[src/rtl/uart_rx_pkg.sv]
package uart_rx_pkg;
  typedef struct packed {
    logic ovr;  // bit 3
    logic brk;  // bit 2
    logic par;  // bit 1
    logic frm;  // bit 0
  } rx_stat_t;

  localparam int STAT_W = 4;

  typedef enum logic [2:0] {
    RX_IDLE,
    RX_START,
    RX_DATA,
    RX_PAR,
    RX_STOP
  } rx_state_e;
endpackage

[src/rtl/uart_rx_sampler.sv]
module uart_rx_sampler
  import uart_rx_pkg::*;
#(
  parameter int OSR = 16
) (
  input  logic       clk,
  input  logic       rst_n,
  input  logic       tick,
  input  logic       line,
  input  logic [1:0] cfg_len,
  input  logic       cfg_par_en,
  input  logic       cfg_par_even,
  input  logic       cfg_stop2,
  output logic       push,
  output logic [7:0] push_data,
  output rx_stat_t   push_stat
);
  localparam int CNT_W = $clog2(OSR);
  localparam logic [CNT_W-1:0] MID_CNT  = CNT_W'(OSR / 2 - 1);
  localparam logic [CNT_W-1:0] FULL_CNT = CNT_W'(OSR - 1);

  rx_state_e        state;
  logic [CNT_W-1:0] cnt;
  logic [2:0]       bit_idx;
  logic [7:0]       shreg;
  logic             par_acc, par_bad, frm_bad, all_low, stop_idx, prev;

  logic       last_bit, sample_frm, sample_low;
  logic [2:0] last_idx;

  assign last_idx   = {1'b0, cfg_len} + 3'd4;
  assign last_bit   = (bit_idx == last_idx);
  assign sample_frm = frm_bad | ~line;
  assign sample_low = all_low & ~line;

  always_ff @(posedge clk or negedge rst_n) begin
    if (!rst_n) begin
      state     <= RX_IDLE;
      cnt       <= '0;
      bit_idx   <= '0;
      shreg     <= '0;
      par_acc   <= 1'b0;
      par_bad   <= 1'b0;
      frm_bad   <= 1'b0;
      all_low   <= 1'b0;
      stop_idx  <= 1'b0;
      prev      <= 1'b1;
      push      <= 1'b0;
      push_data <= '0;
      push_stat <= '0;
    end else begin
      push <= 1'b0;
      if (tick) begin
        case (state)
          RX_IDLE: begin
            prev <= line;
            if (prev && !line) begin
              state <= RX_START;
              cnt   <= '0;
            end
          end
          RX_START: begin
            if (cnt == MID_CNT) begin
              cnt <= '0;
              if (line) begin
                state <= RX_IDLE;
                prev  <= 1'b1;
              end else begin
                state   <= RX_DATA;
                bit_idx <= '0;
                shreg   <= '0;
                par_acc <= 1'b0;
                par_bad <= 1'b0;
                frm_bad <= 1'b0;
                all_low <= 1'b1;
              end
            end else begin
              cnt <= cnt + 1'b1;
            end
          end
          RX_DATA: begin
            if (cnt == FULL_CNT) begin
              cnt            <= '0;
              shreg[bit_idx] <= line;
              par_acc        <= par_acc ^ line;
              if (line) all_low <= 1'b0;
              if (last_bit) begin
                state    <= cfg_par_en ? RX_PAR : RX_STOP;
                stop_idx <= 1'b0;
              end else begin
                bit_idx <= bit_idx + 1'b1;
              end
            end else begin
              cnt <= cnt + 1'b1;
            end
          end
          RX_PAR: begin
            if (cnt == FULL_CNT) begin
              cnt     <= '0;
              par_bad <= par_acc ^ line ^ ~cfg_par_even;
              if (line) all_low <= 1'b0;
              state   <= RX_STOP;
            end else begin
              cnt <= cnt + 1'b1;
            end
          end
          RX_STOP: begin
            if (cnt == FULL_CNT) begin
              cnt <= '0;
              if (cfg_stop2 && !stop_idx) begin
                stop_idx <= 1'b1;
                frm_bad  <= sample_frm;
                all_low  <= sample_low;
              end else begin
                push          <= 1'b1;
                push_data     <= sample_low ? 8'h00 : shreg;
                push_stat.ovr <= 1'b0;
                push_stat.brk <= sample_low;
                push_stat.par <= sample_low ? 1'b0 : par_bad;
                push_stat.frm <= sample_frm;
                state         <= RX_IDLE;
                prev          <= line;
              end
            end else begin
              cnt <= cnt + 1'b1;
            end
          end
          default: state <= RX_IDLE;
        endcase
      end
    end
  end
endmodule

[src/rtl/uart_rx_fifo.sv]
module uart_rx_fifo #(
  parameter int DEPTH = 16,
  parameter int W     = 8,
  parameter int SW    = 4
) (
  input  logic                       clk,
  input  logic                       rst_n,
  input  logic                       wr_en,
  input  logic [W-1:0]               wr_data,
  input  logic [SW-1:0]              wr_stat,
  input  logic                       rd_en,
  output logic [W-1:0]               rd_data,
  output logic [SW-1:0]              rd_stat,
  output logic                       empty,
  output logic                       full,
  output logic [$clog2(DEPTH):0]     level
);
  localparam int AW = $clog2(DEPTH);
  localparam int EW = W + SW;

  logic [EW-1:0] mem [DEPTH];
  logic [AW:0]   wr_ptr, rd_ptr;
  logic [AW-1:0] newest;
  logic          wr_ok, rd_ok;

  assign level  = wr_ptr - rd_ptr;
  assign full   = (level == (AW + 1)'(DEPTH));
  assign empty  = (level == '0);
  assign wr_ok  = wr_en && !full;
  assign rd_ok  = rd_en && !empty;
  assign newest = wr_ptr[AW-1:0] - 1'b1;

  always_ff @(posedge clk or negedge rst_n) begin
    if (!rst_n) begin
      wr_ptr <= '0;
      rd_ptr <= '0;
    end else begin
      if (wr_ok) wr_ptr <= wr_ptr + 1'b1;
      if (rd_ok) rd_ptr <= rd_ptr + 1'b1;
    end
  end

  // the overrun flag is the top bit of each entry
  always_ff @(posedge clk) begin
    if (wr_ok) begin
      mem[wr_ptr[AW-1:0]] <= {wr_stat, wr_data};
    end else if (wr_en && full) begin
      mem[newest][EW-1] <= 1'b1;
    end
  end

  assign rd_data = mem[rd_ptr[AW-1:0]][W-1:0];
  assign rd_stat = mem[rd_ptr[AW-1:0]][EW-1:W];
endmodule

[src/rtl/uart_rx_core.sv]
module uart_rx_core
  import uart_rx_pkg::*;
#(
  parameter int OSR         = 16,
  parameter int DEPTH       = 16,
  parameter int SYNC_STAGES = 2
) (
  input  logic       clk,
  input  logic       rst_n,
  input  logic       tick16,
  input  logic       rxd,
  input  logic [1:0] cfg_len,
  input  logic       cfg_par_en,
  input  logic       cfg_par_even,
  input  logic       cfg_stop2,
  output logic       out_valid,
  input  logic       out_ready,
  output logic [7:0] out_data,
  output logic [3:0] out_status
);
  localparam int LVL_W = $clog2(DEPTH) + 1;

  logic [SYNC_STAGES-1:0] sync_q;
  logic                   line;
  logic                   fe_push;
  logic [7:0]             fe_data;
  rx_stat_t               fe_stat;
  logic                   fifo_empty, fifo_full;
  logic [LVL_W-1:0]       fifo_level;

  always_ff @(posedge clk or negedge rst_n) begin
    if (!rst_n) sync_q <= '1;
    else        sync_q <= {sync_q[SYNC_STAGES-2:0], rxd};
  end
  assign line = sync_q[SYNC_STAGES-1];

  uart_rx_sampler #(.OSR(OSR)) sampler_i (
    .clk          (clk),
    .rst_n        (rst_n),
    .tick         (tick16),
    .line         (line),
    .cfg_len      (cfg_len),
    .cfg_par_en   (cfg_par_en),
    .cfg_par_even (cfg_par_even),
    .cfg_stop2    (cfg_stop2),
    .push         (fe_push),
    .push_data    (fe_data),
    .push_stat    (fe_stat)
  );

  uart_rx_fifo #(.DEPTH(DEPTH), .W(8), .SW(STAT_W)) fifo_i (
    .clk     (clk),
    .rst_n   (rst_n),
    .wr_en   (fe_push),
    .wr_data (fe_data),
    .wr_stat (fe_stat),
    .rd_en   (out_ready),
    .rd_data (out_data),
    .rd_stat (out_status),
    .empty   (fifo_empty),
    .full    (fifo_full),
    .level   (fifo_level)
  );

  assign out_valid = !fifo_empty;
endmodule

[config.mk]
export PLATFORM = sky130hd
export DESIGN_NAME = uart_rx_core
export DESIGN_NICKNAME = d
export VERILOG_FILES = /design/src/rtl/uart_rx_pkg.sv /design/src/rtl/uart_rx_sampler.sv /design/src/rtl/uart_rx_fifo.sv /design/src/rtl/uart_rx_core.sv
export SDC_FILE = /design/constraint.sdc
export NUM_CORES = 1
export LEC_CHECK = 0
export BUFFER_PORTS_ARGS = -buffer_cell sky130_fd_sc_hd__buf_2
export CORE_MARGIN = 4
export CORE_UTILIZATION = 40
export DETAILED_ROUTE_END_ITERATION = 6
export GPL_ROUTABILITY_DRIVEN = 0
export PLACE_DENSITY = 0.55
export SLEW_MARGIN = 20
export SYNTH_ARGS = -nofsm -noshare
export SYNTH_HDL_FRONTEND = slang
export SYNTH_SLANG_ARGS = --single-unit
export TNS_END_PERCENT = 20
[constraint.sdc]
create_clock -name clk -period 3.9 [get_ports clk]
set_clock_uncertainty 0.1 [all_clocks]
set_input_delay 0.195 -clock clk [delete_from_list [all_inputs] [get_ports clk]]
set_output_delay 0.195 -clock clk [all_outputs]
set_load 0.03 [all_outputs]
==> run summary, run 1 <==
The number of placed cells counting well taps is between 900 and 1000. The number of placement rows is 58. The clock slew seen by the registers of the worst setup and hold paths came out at ~0.06 ns.

The net count of the mapped netlist is ~670. The global-route met1 utilization came out at approximately a fifth. The clock latency on the worst-skew pair came out at 0.52 ns. The count of final hold-check violations came out at 0. The post-route DRC violation count came out at 0.

After synthesis the netlist holds a flip-flop and latch count of between 200 and 250. In the final routed layout, each cell accounts on average for between 20 and 25 microns. The count of nets left with antenna violations once routing finished came out at 0. The area added between synthesis and finish is 14.0%.

Of all nets on the critical path, the largest fanout is 31. For this run the aggregate overflow at the end of global routing stands at 0. Measured along the y axis, the die boundary spans around 170 microns. The highest attainable clock frequency came out at roughly 0.28 GHz. The worst setup path is captured at a primary output. The multiplexer fraction of the synthesized cell area came out at between 10% and 20%.

Summing every instance area after synthesis gives a little over 0.01 sq mm. Setup violations remaining at the end of the flow were counted as 0. The tree is rooted in a clkbuf_16. The sum of negative setup slack is 0 ns. The number of global-route vias before repair came to ~6000.

The via count of the routed design came out at 5730. The die outline width is 169 microns. The number of post-CTS setup repair buffers came out at 0. The worst slew slack as a fraction of its limit came out at between 40% and 50%.

The net count of the finished layout is slightly above 700. The met2 demand-to-capacity share in global routing came out at 26.3%. The final wirelength is between 20000 and 25000 microns. The critical path in this run is classified as flip-flop to primary output.

The maximum vdd drop came out at approximately 0.30 mV. The initial antenna violation count is 0. The critical path arrival came out at 3.26 ns.

The adder-cell share of the synthesized area came out at roughly 1.1%. Once detailed placement completed, the half-perimeter wirelength came to around 14000 microns. The fraction of the cycle the final worst path needs is about nine tenths. The post-synthesis average cell area is 15.9 sq um.

The number of flops mapped to enable cells by yosys is 192. The final cell count without fillers is roughly 1000. The post-cts hold buffer count came out at 6. Synthesis produced between 600 and 700 cells. The share of post-route cells with drive strength above 1 came out at a little over a fifth. Power spread over the standard cell area amounts to between 500 and 600 mW/mm^2. The required time at the endpoint of the critical path came out at roughly 3.6 ns. The global-route wire length before repair is between 30000 and 40000 microns. The predominant post-synthesis flop cell is edfxtp_1.

The area fraction in compound gates after synthesis is under 10%. The flow ran to the end, and the final reports show no timing, DRC or antenna violations. STA classifies the critical path startpoint as a flip-flop. The number of distinct library cell variants in the gate-level netlist after synthesis is 51.

In this run the worst hold path is classified as input port to flip-flop. The quantity of I/O buffers inserted on ports came out at 22. The detailed-route vias per instance is around 5.5.

For this run, the detailed router's first-pass iteration total came to 5. The first routing iteration left 498 violations. The total routing resource utilization after global routing came out at between 15 and 20%.

The die area is 0.0284 sq mm. The number of inserted diodes is 0. The CTS buffer count is 26. Ranked by total cell area, the synthesized netlist is headed by edfxtp_1, mux4_2, dfrtp_1, a21oi_1, nand2_1.

The maximum number of pins on one net before global-route repair is a little over 50. The floorplan step defined a core boundary enclosing roughly 0.025 sq mm. The minimum clock period came out at between 3 and 4 ns. The number of resized instances in the post-cts repair step came out at 0. After synthesis, the largest family of logic cells by area is multiplexers. At the placement stage, the worst setup path has a slack of 0.572 ns.

The fraction of synthesized cell area in xor and xnor cells is 1.36%. The total of warnings raised by yosys came out at 0. The total I/O pin count came out at 23. The met3 track utilization from global routing came out at 2.41%. Setup repair after global routing left no endpoint under its margin.

The fraction of synthesis flops using an asynchronous set or reset pin is around a fifth. The depth of the CTS H-tree is 1. The largest total area in the synthesized netlist belongs to edfxtp_1. TritonCTS built the clock tree. The clock passes through at most 3 buffers. The simple-gate share of the synthesized area is ~7.2%. The proportion of netlist area held by the largest area contributor is between 50% and 60%. For this design the static power due to leakage is 0.00385 uW. The fraction of the yosys area taken by sequential cells is around two thirds. The slew at the pin closest to its max-slew limit is around 0.81 ns.

After filler insertion, the fill cell instance count of the layout stands at 2187. The total count of max-transition violations in the final report came to 0. Once the floorplan was initialized, standard cells occupied 40.8% of the core. The number of sinks driven by the clock tree is 240. met2 is the most crowded layer.

The tool flagged a number of max-cap violations equal to 0. The worst setup margin came out at 0.347 ns.
==> power breakdown <==
| group | total [uW] | leakage, uW | switching [uW] | internal (uW) |
|---|---|---|---|---|
| combinational | 1250 | 0.00124 | 718 | 530 |
| sequential | 2860 | 0.00223 | 66.3 | 2800 |
| clock | 2340 | 0.000385 | 978 | 1360 |
| total | 6450 | 0.00385 | 1760 | 4690 |
==> cell type report <==
| type | count | area (sq um) | share of cell area (%) |
|---|---|---|---|
| Clock buffer | 29 | 662 | 5.63 |
| Tap cell | 330 | 413 | 3.51 |
| Clock inverter | 19 | 169 | 1.44 |
| Multi-Input combinational cell | 358 | 3140 | 26.7 |
| Sequential cell | 240 | 6980 | 59.4 |
| Timing Repair Buffer | 50 | 338 | 2.87 |
| Inverter | 15 | 56.3 | 0.479 |
==> cell usage in the layout (no fill, tap or decap), types with 3 or more instances in the layout <==
cell / netlist / final
nand4_1: 8 / 8
clkbuf_1: 25 / 3
dlygate4sd3_1: 0 / 6
and2_1: 14 / 14
mux4_2: 60 / 60
inv_1: 15 / 15
edfxtp_1: 192 / 192
nand2_1: 46 / 46
a21o_1: 5 / 5
buf_4: 0 / 23
xnor2_1: 14 / 14
or3_1: 5 / 5
buf_2: 9 / 21
o211ai_1: 3 / 3
o21ai_0: 32 / 32
dfstp_2: 3 / 3
a311oi_1: 4 / 4
clkinvlp_4: 0 / 5
o31ai_1: 4 / 4
nand2b_1: 6 / 6
nand3_1: 23 / 23
nor2_1: 23 / 23
nor2b_1: 8 / 8
clkinv_1: 0 / 6
clkbuf_16: 0 / 26
ha_1: 9 / 9
dfrtp_1: 45 / 43
a2111oi_0: 5 / 5
o21ai_1: 3 / 3
nor3_1: 5 / 5
a31oi_1: 10 / 10
a21oi_1: 40 / 40
==> final timing paths <==
check,to,startpoint,depth (start not counted),slack [ns]
max in group asynchronous,fifo_i.rd_ptr[0],rst_n,2,3.10
min reg2reg,sync_q[1],sync_q[0],0,0.26
min in group asynchronous,sampler_i.bit_idx[0],rst_n,2,0.13
max,out_status[1],fifo_i.rd_ptr[0],5,0.35
max reg2reg,fifo_i.mem[7][7],fifo_i.wr_ptr[0],9,0.55
min,sampler_i.stop_idx,cfg_len[1],4,0.07
==> through the flow <==
step	power [uW]	hold WS (ns)	utilization, %	area [sq um]
after global placement	4150	0.202	43.0	10900
after global routing	6780	0.102	46.5	11800
after floorplan	3900	-0.201	-	10300
after detailed placement	4190	0.202	43.0	10900
final	6450	0.0691	46.5	11800
after CTS	6550	0.0536	46.5	11700
==> synthesized netlist by cell type, types with 3 or more instances <==
master / count
nand2_1: 46
xnor2_1: 14
a2111oi_0: 5
buf_2: 9
nor2_1: 23
ha_1: 9
a311oi_1: 4
o21ai_1: 3
a21o_1: 5
edfxtp_1: 192
nand2b_1: 6
a21oi_1: 40
clkbuf_1: 25
mux4_2: 60
nor3_1: 5
o211ai_1: 3
o21ai_0: 32
dfstp_2: 3
o31ai_1: 4
or3_1: 5
a31oi_1: 10
inv_1: 15
nor2b_1: 8
nand4_1: 8
nand3_1: 23
and2_1: 14
dfrtp_1: 45
==> routing by layer <==
metal  vias to the layer above  share of wire, %
li1                       2639                 -
met1                      2930                42
met2                       127                51
met3                        34               4.4
met4                         0               2.2
met5                         -                 0
==> state kept, by name, summed over array words and instances, names as in the netlist, 3 cells and up <==
register and count:
sampler_i.cnt 4, sampler_i.push_stat 3, sampler_i.push_data 8, sampler_i.bit_idx 3, fifo_i.mem 192, fifo_i.rd_ptr 5
sampler_i.shreg 8, sampler_i.state 3, fifo_i.wr_ptr 5
==> worst max-delay path: stages (launching register included) <==
cell	delay, ns
dfrtp_4	0.41
buf_4	0.38
buf_4	0.60
mux4_2	0.62
mux4_2	0.50
buf_2	0.20
==> logic make-up (layout without fill, tap and decap cells) <==
family | count (synthesis) | after routing
DFF | 240 | 240
and+or+nand+nor | 148 | 148
AOI/OAI and AO/OA | 122 | 122
muxes | 63 | 63
buffers and inverters | 51 | 113
xor gates and xnor gates | 16 | 16
adders and majority gates | 9 | 9
No activity file was read; power rests on OpenSTA's default activity.
==> run 2: changes to the inputs <==
--- a/config.mk
+++ b/config.mk
@@ -5,7 +5,7 @@
 export SDC_FILE = /design/constraint.sdc
 export NUM_CORES = 1
 export LEC_CHECK = 0
-export BUFFER_PORTS_ARGS = -buffer_cell sky130_fd_sc_hd__buf_2
+export BUFFER_PORTS_ARGS = -buffer_cell sky130_fd_sc_hd__clkbuf_2
 export CORE_MARGIN = 4
 export CORE_UTILIZATION = 40
 export DETAILED_ROUTE_END_ITERATION = 6
==> run summary, run 2 (same netlist as run 1, synthesis figures left out) <==
The number of inserted diodes is 0 (unchanged). The core outline area is 0.0253 sq mm (unchanged). The net count of the finished layout came out at 710 (unchanged). The number of setup violations in the final report is 0 (unchanged). The number of post-CTS setup repair buffers came out at 0 (unchanged). The initial antenna violation count is 0 (unchanged). TritonCTS built the clock tree. The violation count after the first detailed-route iteration came out at 472 (-5.2%). The highest attainable clock frequency was 0.283 GHz (+0.62%).

The run finished with clean final reports. The leakage power came out at 0.00394 uW (+2.4%). The number of placement rows was 58 (unchanged).

The mean routed wirelength per cell was 20.0 microns (-0.61%). The number of cells on the worst hold path came out at 4 (unchanged). The path with the worst hold slack has its endpoint at sampler_i.stop_idx. The post-route total power is 6840 uW (+6.1%). The final-layout worst hold slack is 0.0778 ns (+0.00864 ns). The highest cell delay on the worst timing path is 0.58 ns (-0.04 ns). The final wirelength was 20800 microns (-0.70%). The post-route DRC violation count is 0 (unchanged). The via count of the routed design came out at 5770 (+0.70%). The tree is rooted in a clkbuf_16. The die area came out at 0.0284 sq mm (unchanged). The worst slew slack as a fraction of its limit is 47.1% (+1.8 points).

The largest registers in the layout are fifo_i.mem x192, sampler_i.push_data x8, sampler_i.shreg x8. The worst setup timing slack at the placement stage is 0.622 ns (+0.0503 ns). The total count of max-transition violations in the final report is 0 (unchanged). The minimum clock period is 3.53 ns (-0.0220 ns). The sum of negative setup slack is 0 ns (unchanged).

The worst hold path begins at cfg_len[1]. The worst setup margin is 0.369 ns (+0.0220 ns). Compared with the post-synthesis result, the final layout area differs by 15.2%.

The count of final hold-check violations came to 0 (unchanged). The standard cell with the maximum stage delay on the critical path is buf_4. The number of cells on the worst reg-to-reg path was 8 (-1).

The global-route wire length before repair came to 33800 microns (-0.89%). Setup repair after global routing left no endpoint under its margin. In the layout the commonest cells are edfxtp_1, mux4_2, nand2_1, dfrtp_1, a21oi_1. The final HPWL from detailed placement was 13800 microns (about the same). The final antenna-violating net count came to 0 (unchanged). The maximum number of pins on one net before global-route repair came to 51 (unchanged). The first-pass iteration count of the detailed router is 5 (unchanged). The number of global-route vias before repair came out at 5883 (-1.6%).

The flip-flop count of the largest register after layout came to 192 (unchanged). The worst setup path is launched from a flip-flop. The CTS buffer count is 25 (-3.8%). The clock slew seen by the registers of the worst setup and hold paths is 0.06 ns (about the same).

The die outline width came out at 169 microns (unchanged). The most critical setup path has its startpoint at fifo_i.rd_ptr[0]. The effective utilization at floorplan came out at 40.8% (unchanged). The critical path goes through buf_4 -> buf_4 -> mux4_2 -> mux4_2 -> clkbuf_2. The number of max-cap violations came to 0 (unchanged). The setup slack on the worst flop-to-flop path was 0.52 ns (-0.03 ns). The maximum root-to-sink buffer count is 3 (unchanged). The vertical die dimension came out at 169 microns (unchanged). The top fanout value on the critical path is 36 (+16%). The startpoint identified for the worst register-to-register timing path is fifo_i.wr_ptr[0].

fifo_i.mem holds more flip-flops than any other register. The total I/O pin count came to 23 (unchanged). The capturing element type of the critical path is a primary output.

The total global routing overflow came out at 0 (unchanged). The clock latency on the worst-skew pair came to 0.50 ns (-0.02 ns). The number of sinks driven by the clock tree is 240 (unchanged).

The quantity of I/O buffers inserted on ports came out at 22 (unchanged). The share of post-route cells with drive strength above 1 is 21.7% (+0.031 points). The post-detailed-placement cell area came out at 0.0109 sq mm (about the same). The total routing resource utilization after global routing came to 14.9% (-0.33 points). The most common cell after layout, fill and taps aside is edfxtp_1. The class of the tightest hold or removal check is input port to flip-flop. The detailed-route vias per instance was 5.55 (+0.79%). The critical path arrival came out at 3.24 ns (-0.02 ns).

The summed area of non-filler cells in the final layout came out at 0.0119 sq mm (+1.1%). The required time at the endpoint of the critical path is 3.61 ns (about the same). The slew at the pin closest to its max-slew limit is 0.785 ns (-0.0260 ns). The fill cell instance count of the final layout came to 2158 (-1.3%).

The maximum vdd drop came out at 0.341 mV (+12%). The classification of the worst setup path is flip-flop to primary output. The endpoint identified for the worst register-to-register timing path is fifo_i.mem[11][11]. The power density normalized to cell area is 576 mW/mm^2 (+5.0%). The fraction of the cycle the final worst path needs is 90.5% (-0.56 points). The depth of the CTS H-tree is 1 (unchanged).
## run 2: cell count changes in the layout (fill, tap and decap cells not counted), sizes merged
cell,delta
inv,+1
clkinv,-6
clkbuf,+24
buf,-21
bufinv,+7
clkinvlp,-6
## run 2: report_power, final
group | switching, uW | internal (uW) | total (uW)
sequential | 67.3 | 2800 | 2860
clock | 947 | 1780 | 2720
combinational | 726 | 529 | 1250
## run 2: routing by layer
metal,vias to the layer above,GRT usage [%],share of wire [%]
met3,19,2.15,4.4
li1,2647,-,-
met5,-,0,0
met2,134,25.5,50
met4,0,2.86,1.2
met1,2970,20.7,44
## run 2: area by class of cell
type	instances	area (sq um)	share of cell area, %
Sequential cell	240	6980	58.7
Clock inverter	15	305	2.57
Multi-Input combinational cell	358	3140	26.4
Timing Repair Buffer	51	343	2.89
Clock buffer	31	648	5.46
Inverter	15	56.3	0.474
Tap cell	330	413	3.48
## run 2: worst max-delay path by stage
stage | to | slack, ns | depth (start not counted)
floorplan | fifo_i.mem[4][0] | 0.15 | 11
global placement | fifo_i.mem[5][5] | 0.71 | 8
detailed placement | fifo_i.mem[4][5] | 0.62 | 9
CTS | out_status[1] | 0.26 | 5
global route | out_status[1] | 0.15 | 5
finish | out_status[1] | 0.37 | 5
## run 2: through the flow
stage	util, %	cells
2_1_floorplan	-	649
3_3_place_gp	43.0	988
3_5_place_dp	43.0	988
4_1_cts	47.0	1040
5_1_grt	47.0	1040
6_report	47.0	1040
## run 2: worst max-delay path: cells and delay by family (launching register included)
kind     cells  cell delay, ns
mux          2            1.06
flops        1            0.42
buf+inv      3            1.23
## run 2: repair_timing
item | 4_1_cts | 5_1_grt
gates resized for setup | 0 | 0
hold endpoints to repair | 51 | 0
hold buffers | 6 | 0
==> run 3: changes to the inputs <==
--- a/config.mk
+++ b/config.mk
@@ -10,9 +10,10 @@
 export CORE_UTILIZATION = 40
 export DETAILED_ROUTE_END_ITERATION = 6
 export GPL_ROUTABILITY_DRIVEN = 0
-export PLACE_DENSITY = 0.55
+export PLACE_DENSITY = 0.65
 export SLEW_MARGIN = 20
 export SYNTH_ARGS = -nofsm -noshare
 export SYNTH_HDL_FRONTEND = slang
+export SYNTH_HIERARCHICAL = 1
 export SYNTH_SLANG_ARGS = --single-unit
 export TNS_END_PERCENT = 20
==> run summary, run 3 <==
The number of placement rows came out at 59 (+1.7%). The number of distinct library cell variants in the gate-level netlist after synthesis was 72 (+41%). The number of inserted diodes is 0 (unchanged). The required time at the endpoint of the critical path is 3.94 ns (+0.33 ns). The final core utilization is 46.0% (-1.0 points).

The count of final hold-check violations came out at 0 (unchanged). The number of global-route vias before repair came out at 6091 (+3.5%). The vertical die dimension came out at 171 microns (+1.5%). The maximum number of pins on one net before global-route repair is 52 (+2.0%). The final HPWL from detailed placement was 14500 microns (+4.5%).

The proportion of netlist area held by the largest area contributor came out at 54.2% (-1.7 points). STA classifies the critical path startpoint as a flip-flop. Among the stages of the critical path, the cell type that occurs most often is inv_1. The final antenna-violating net count came to 0 (unchanged). The total of warnings raised by yosys came out at 6 (+6).

The share of post-route cells with drive strength above 1 is 24.7% (+3.0 points). The number of setup violations in the final report was 0 (unchanged). The share of total power in combinational logic is 25.2% (+6.9 points). The effective utilization at floorplan came out at 40.7% (-0.13 points). The post-route DRC violation count came out at 0 (unchanged).

The hold path endpoint is sampler_i/par_bad. The top fanout value on the critical path is 15 (-58%). The CTS buffer count is 26 (+4.0%). After synthesis, the cell types taking the most area are edfxtp_1, mux4_2, dfrtp_1, nand2_1, o31ai_1. The net count of the mapped netlist is 671 (+0.45%). The global-route wire length before repair came to 35300 microns (+4.5%). The number of standard cells after synthesis came out at 651 (+0.31%).

The total routing resource utilization after global routing came out at 15.5% (+0.62 points). The library cells used most frequently in the layout, excluding fill and tap cells, are edfxtp_1, mux4_2, dfrtp_1, nand2_1, clkbuf_16. Broken down by cell family, the worst path's largest delay share belongs to simple AND/OR/NAND/NOR gates. Setup repair after global routing could not meet its margin everywhere.

The simple-gate share of the synthesized area came out at 8.18% (+0.98 points). The fraction of synthesized cell area in xor and xnor cells came out at 1.15% (-0.21 points). The global-route met1 utilization was 21.4% (+0.73 points).

The total global routing overflow is 0 (unchanged). The run finished with clean final reports. The fill cell instance count of the final layout is 2255 (+4.5%). The maximum root-to-sink buffer count is 3 (unchanged).

The post-route total power was 7020 uW (+2.5%). The flip-flop count of the largest register after layout was 192 (unchanged). The synthesis-stage register bit count came out at 240 (unchanged). The predominant post-synthesis flop cell is edfxtp_1. The total count of max-transition violations in the final report came out at 0 (unchanged).

The fraction of the cycle the final worst path needs is 97.7% (+7.1 points). The mean routed wirelength per cell came out at 21.6 microns (+7.9%). After synthesis, the largest family of logic cells by area is multiplexers. On the critical path, the stage with the largest delay is an instance of nor3_2. The worst register-to-register path ends at fifo_i/mem[2][4].

In this run the worst hold path is classified as input port to flip-flop. The worst setup path is captured at a flip-flop. The maximum vdd drop came out at 0.390 mV (+14%).

The first-pass iteration count of the detailed router is 5 (unchanged). The fraction of power consumed by the clock network came out at 31.9% (-7.9 points). The number of sinks driven by the clock tree came out at 240 (unchanged).

The root buffer cell is clkbuf_16. The origin of the worst min-delay path is cfg_par_even. The adder-cell share of the synthesized area came out at 1.34% (+0.25 points).

The most congested layer reported by global routing is met2. The initial antenna violation count came to 0 (unchanged). edfxtp_1 takes more of the synthesized area than any other cell. The slew at the pin closest to its max-slew limit is 0.983 ns (+0.198 ns).

The number of max-cap violations is 0 (unchanged). The met3 track utilization from global routing is 2.38% (+0.23 points). The minimum clock period was 3.81 ns (+0.278 ns).

The number of cells on the worst reg-to-reg path came out at 10 (+2). The net switching power of the design is 2140 uW (+23%). The die area came to 0.0293 sq mm (+3.0%). The setup slack on the worst flop-to-flop path came out at 0.09 ns (-0.43 ns). The final wirelength is 22500 microns (+7.9%). The net count of the finished layout came out at 707 (-0.42%). The violation count after the first detailed-route iteration is 541 (+15%). The multiplexer fraction of the synthesized cell area is 13.7% (+0.30 points). By count the netlist is led by edfxtp_1, mux4_2, dfrtp_1, nand2_1, nor2_1. The via count of the routed design came out at 5999 (+4.0%). The number of cells on the worst hold path came out at 5 (+1). The leakage power came out at 0.00385 uW (-2.3%). The area added between synthesis and finish is 13.0%. The met2 demand-to-capacity share in global routing came out at 26.6% (+1.1 points). The register name with the most flops is fifo_i/mem. The largest registers in the layout are fifo_i/mem x192, sampler_i/push_data x8, sampler_i/shreg x8. The fraction of synthesis flops using an asynchronous set or reset pin is 20.0% (unchanged). The worst slew slack as a fraction of its limit is 34.1% (-13 points). The clock latency on the worst-skew pair came out at 0.51 ns (about the same). The critical path arrival came out at 3.85 ns (+0.61 ns). The area fraction in compound gates after synthesis is 7.58% (+0.20 points).

The fraction of the yosys area taken by sequential cells came out at 65.5% (-2.1 points). The total I/O pin count is 23 (unchanged). The power density normalized to cell area is 584 mW/mm^2 (+1.3%). The highest attainable clock frequency came to 0.263 GHz (-7.3%). TritonCTS built the clock tree. The post-synthesis cell area came out at 0.0106 sq mm (+3.1%). The sum of buffers and inverters on the critical path was 3 (unchanged). The critical path goes through inv_1 -> ha_1 -> inv_1 -> fa_1 -> xor2_1 -> nand4b_1 -> a211oi_2 -> buf_4 -> nand2b_1 -> nor3_2. Leaving out fill and tap cells, the most frequent cell in the layout is edfxtp_1. The detailed-route vias per instance came out at 5.77 (+4.0%). The core outline area is 0.0261 sq mm (+3.5%).

The most common cell in the synthesized netlist is edfxtp_1. The critical path is of the flip-flop to flip-flop type. The depth of the CTS H-tree came out at 1 (unchanged). The quantity of I/O buffers inserted on ports came out at 22 (unchanged). The internal power summed over all cells came out at 4880 uW (-4.4%). The clock slew seen by the registers of the worst setup and hold paths came out at 0.06 ns (about the same). The source of the worst register-to-register timing path is fifo_i/wr_ptr[0]. The post-synthesis average cell area is 16.3 sq um (+2.8%). The proportion of total power due to net switching is 30.5% (+5.0 points).

The number of post-CTS setup repair buffers came to 0 (unchanged). The part of the power in registers came out at 42.9% (+1.0 points). The highest cell delay on the worst timing path is 0.90 ns (+0.32 ns). The number of flops mapped to enable cells by yosys came out at 192 (unchanged). The die outline width came out at 171 microns (+1.5%).
==> run 3: cell types whose count changed in the layout (fill, tap and decap cells not counted), sizes merged, moves of 5 or more <==
| cell | previous run | this run |
|---|---|---|
| o31ai | 4 | 19 |
| a21oi | 41 | 10 |
| nor3 | 5 | 15 |
| nand2 | 46 | 40 |
| a211oi | 1 | 17 |
| nand4 | 8 | 3 |
| nand3 | 24 | 14 |
| clkinv | 5 | 12 |
| nand2b | 6 | 12 |
| o21ai | 36 | 17 |
| nand3b | 1 | 7 |
| xnor2 | 14 | 8 |
| bufinv | 9 | 1 |
==> run 3: worst max path at each step <==
stage / from / to / cells past startpoint
detailed placement: fifo_i/wr_ptr[0] / fifo_i/mem[0][7] / 10
floorplan: fifo_i/rd_ptr[2] / fifo_i/mem[0][0] / 9
CTS: fifo_i/wr_ptr[0] / fifo_i/mem[0][6] / 10
global placement: fifo_i/wr_ptr[0] / fifo_i/mem[0][8] / 10
finish: fifo_i/wr_ptr[0] / fifo_i/mem[2][4] / 10
global route: fifo_i/wr_ptr[0] / fifo_i/mem[2][5] / 10
==> run 3: through the flow <==
step / area (sq um) / hold slack [ns] / instances / TNS (ns) / worst slack (ns)
2_1_floorplan: 10600 / -0.201 / 651 / 0 / 0.218
3_3_place_gp: 11200 / 0.185 / 989 / 0 / 0.366
3_5_place_dp: 11200 / 0.188 / 989 / 0 / 0.204
4_1_cts: 12000 / 0.0147 / 1040 / 0 / 0.190
5_1_grt: 12000 / 0.0600 / 1040 / -0.630 / -0.0593
6_report: 12000 / 0.0361 / 1040 / 0 / 0.0910
==> run 3: logic make-up after synthesis <==
family                   after synthesis
AND/OR/NAND/NOR                      154
multiplexers                          70
AO/OA/AOI/OAI                        107
other                                  1
flip-flops                           240
buffers and inverters                 54
adder cells (fa/ha/maj)               11
XOR/XNOR                              14
==> run 3: area by class of cell <==
| class | count | area (sq um) | area share, % |
|---|---|---|---|
| flip-flops and latches | 240 | 6980 | 58.0 |
| multi-input cells | 357 | 3460 | 28.8 |
| clock buffers | 30 | 666 | 5.54 |
| well taps | 335 | 419 | 3.49 |
| repair buffers | 49 | 329 | 2.74 |
| clock inverters | 16 | 123 | 1.02 |
| inverters | 13 | 48.8 | 0.406 |
==> run 3: repair_timing <==
item                                    4_1_cts  5_1_grt
hold buffers                                  5        0
gates resized for setup                       0        3
endpoints found under the hold margin        55        0
endpoints found under the setup margin        0       22
==> run 3: tightest hold or removal path, cell delays in order <==
cell and delay (ns):
clkbuf_2 0.11, xor2_1 0.07, xnor2_1 0.12, nand2_1 0.06, o31ai_1 0.06
==> run 3: layer usage <==
layer | wire length, microns | vias to the layer above
li1 | - | 2680
met4 | 306 | 0
met1 | 9680 | 3122
met3 | 1170 | 26
met2 | 11300 | 171
met5 | 0 | -
==> run 3: power groups by stage <==
| stage | Combinational [uW] | Sequential (uW) | Clock, uW |
|---|---|---|---|
| after CTS | 1790 | 3000 | 2290 |
| after global routing | 1930 | 3030 | 2420 |
| after floorplan | 1520 | 2940 | 0 |
| after detailed placement | 1780 | 3050 | 0 |
| after global placement | 1730 | 3050 | 0 |
| final | 1770 | 3010 | 2240 |
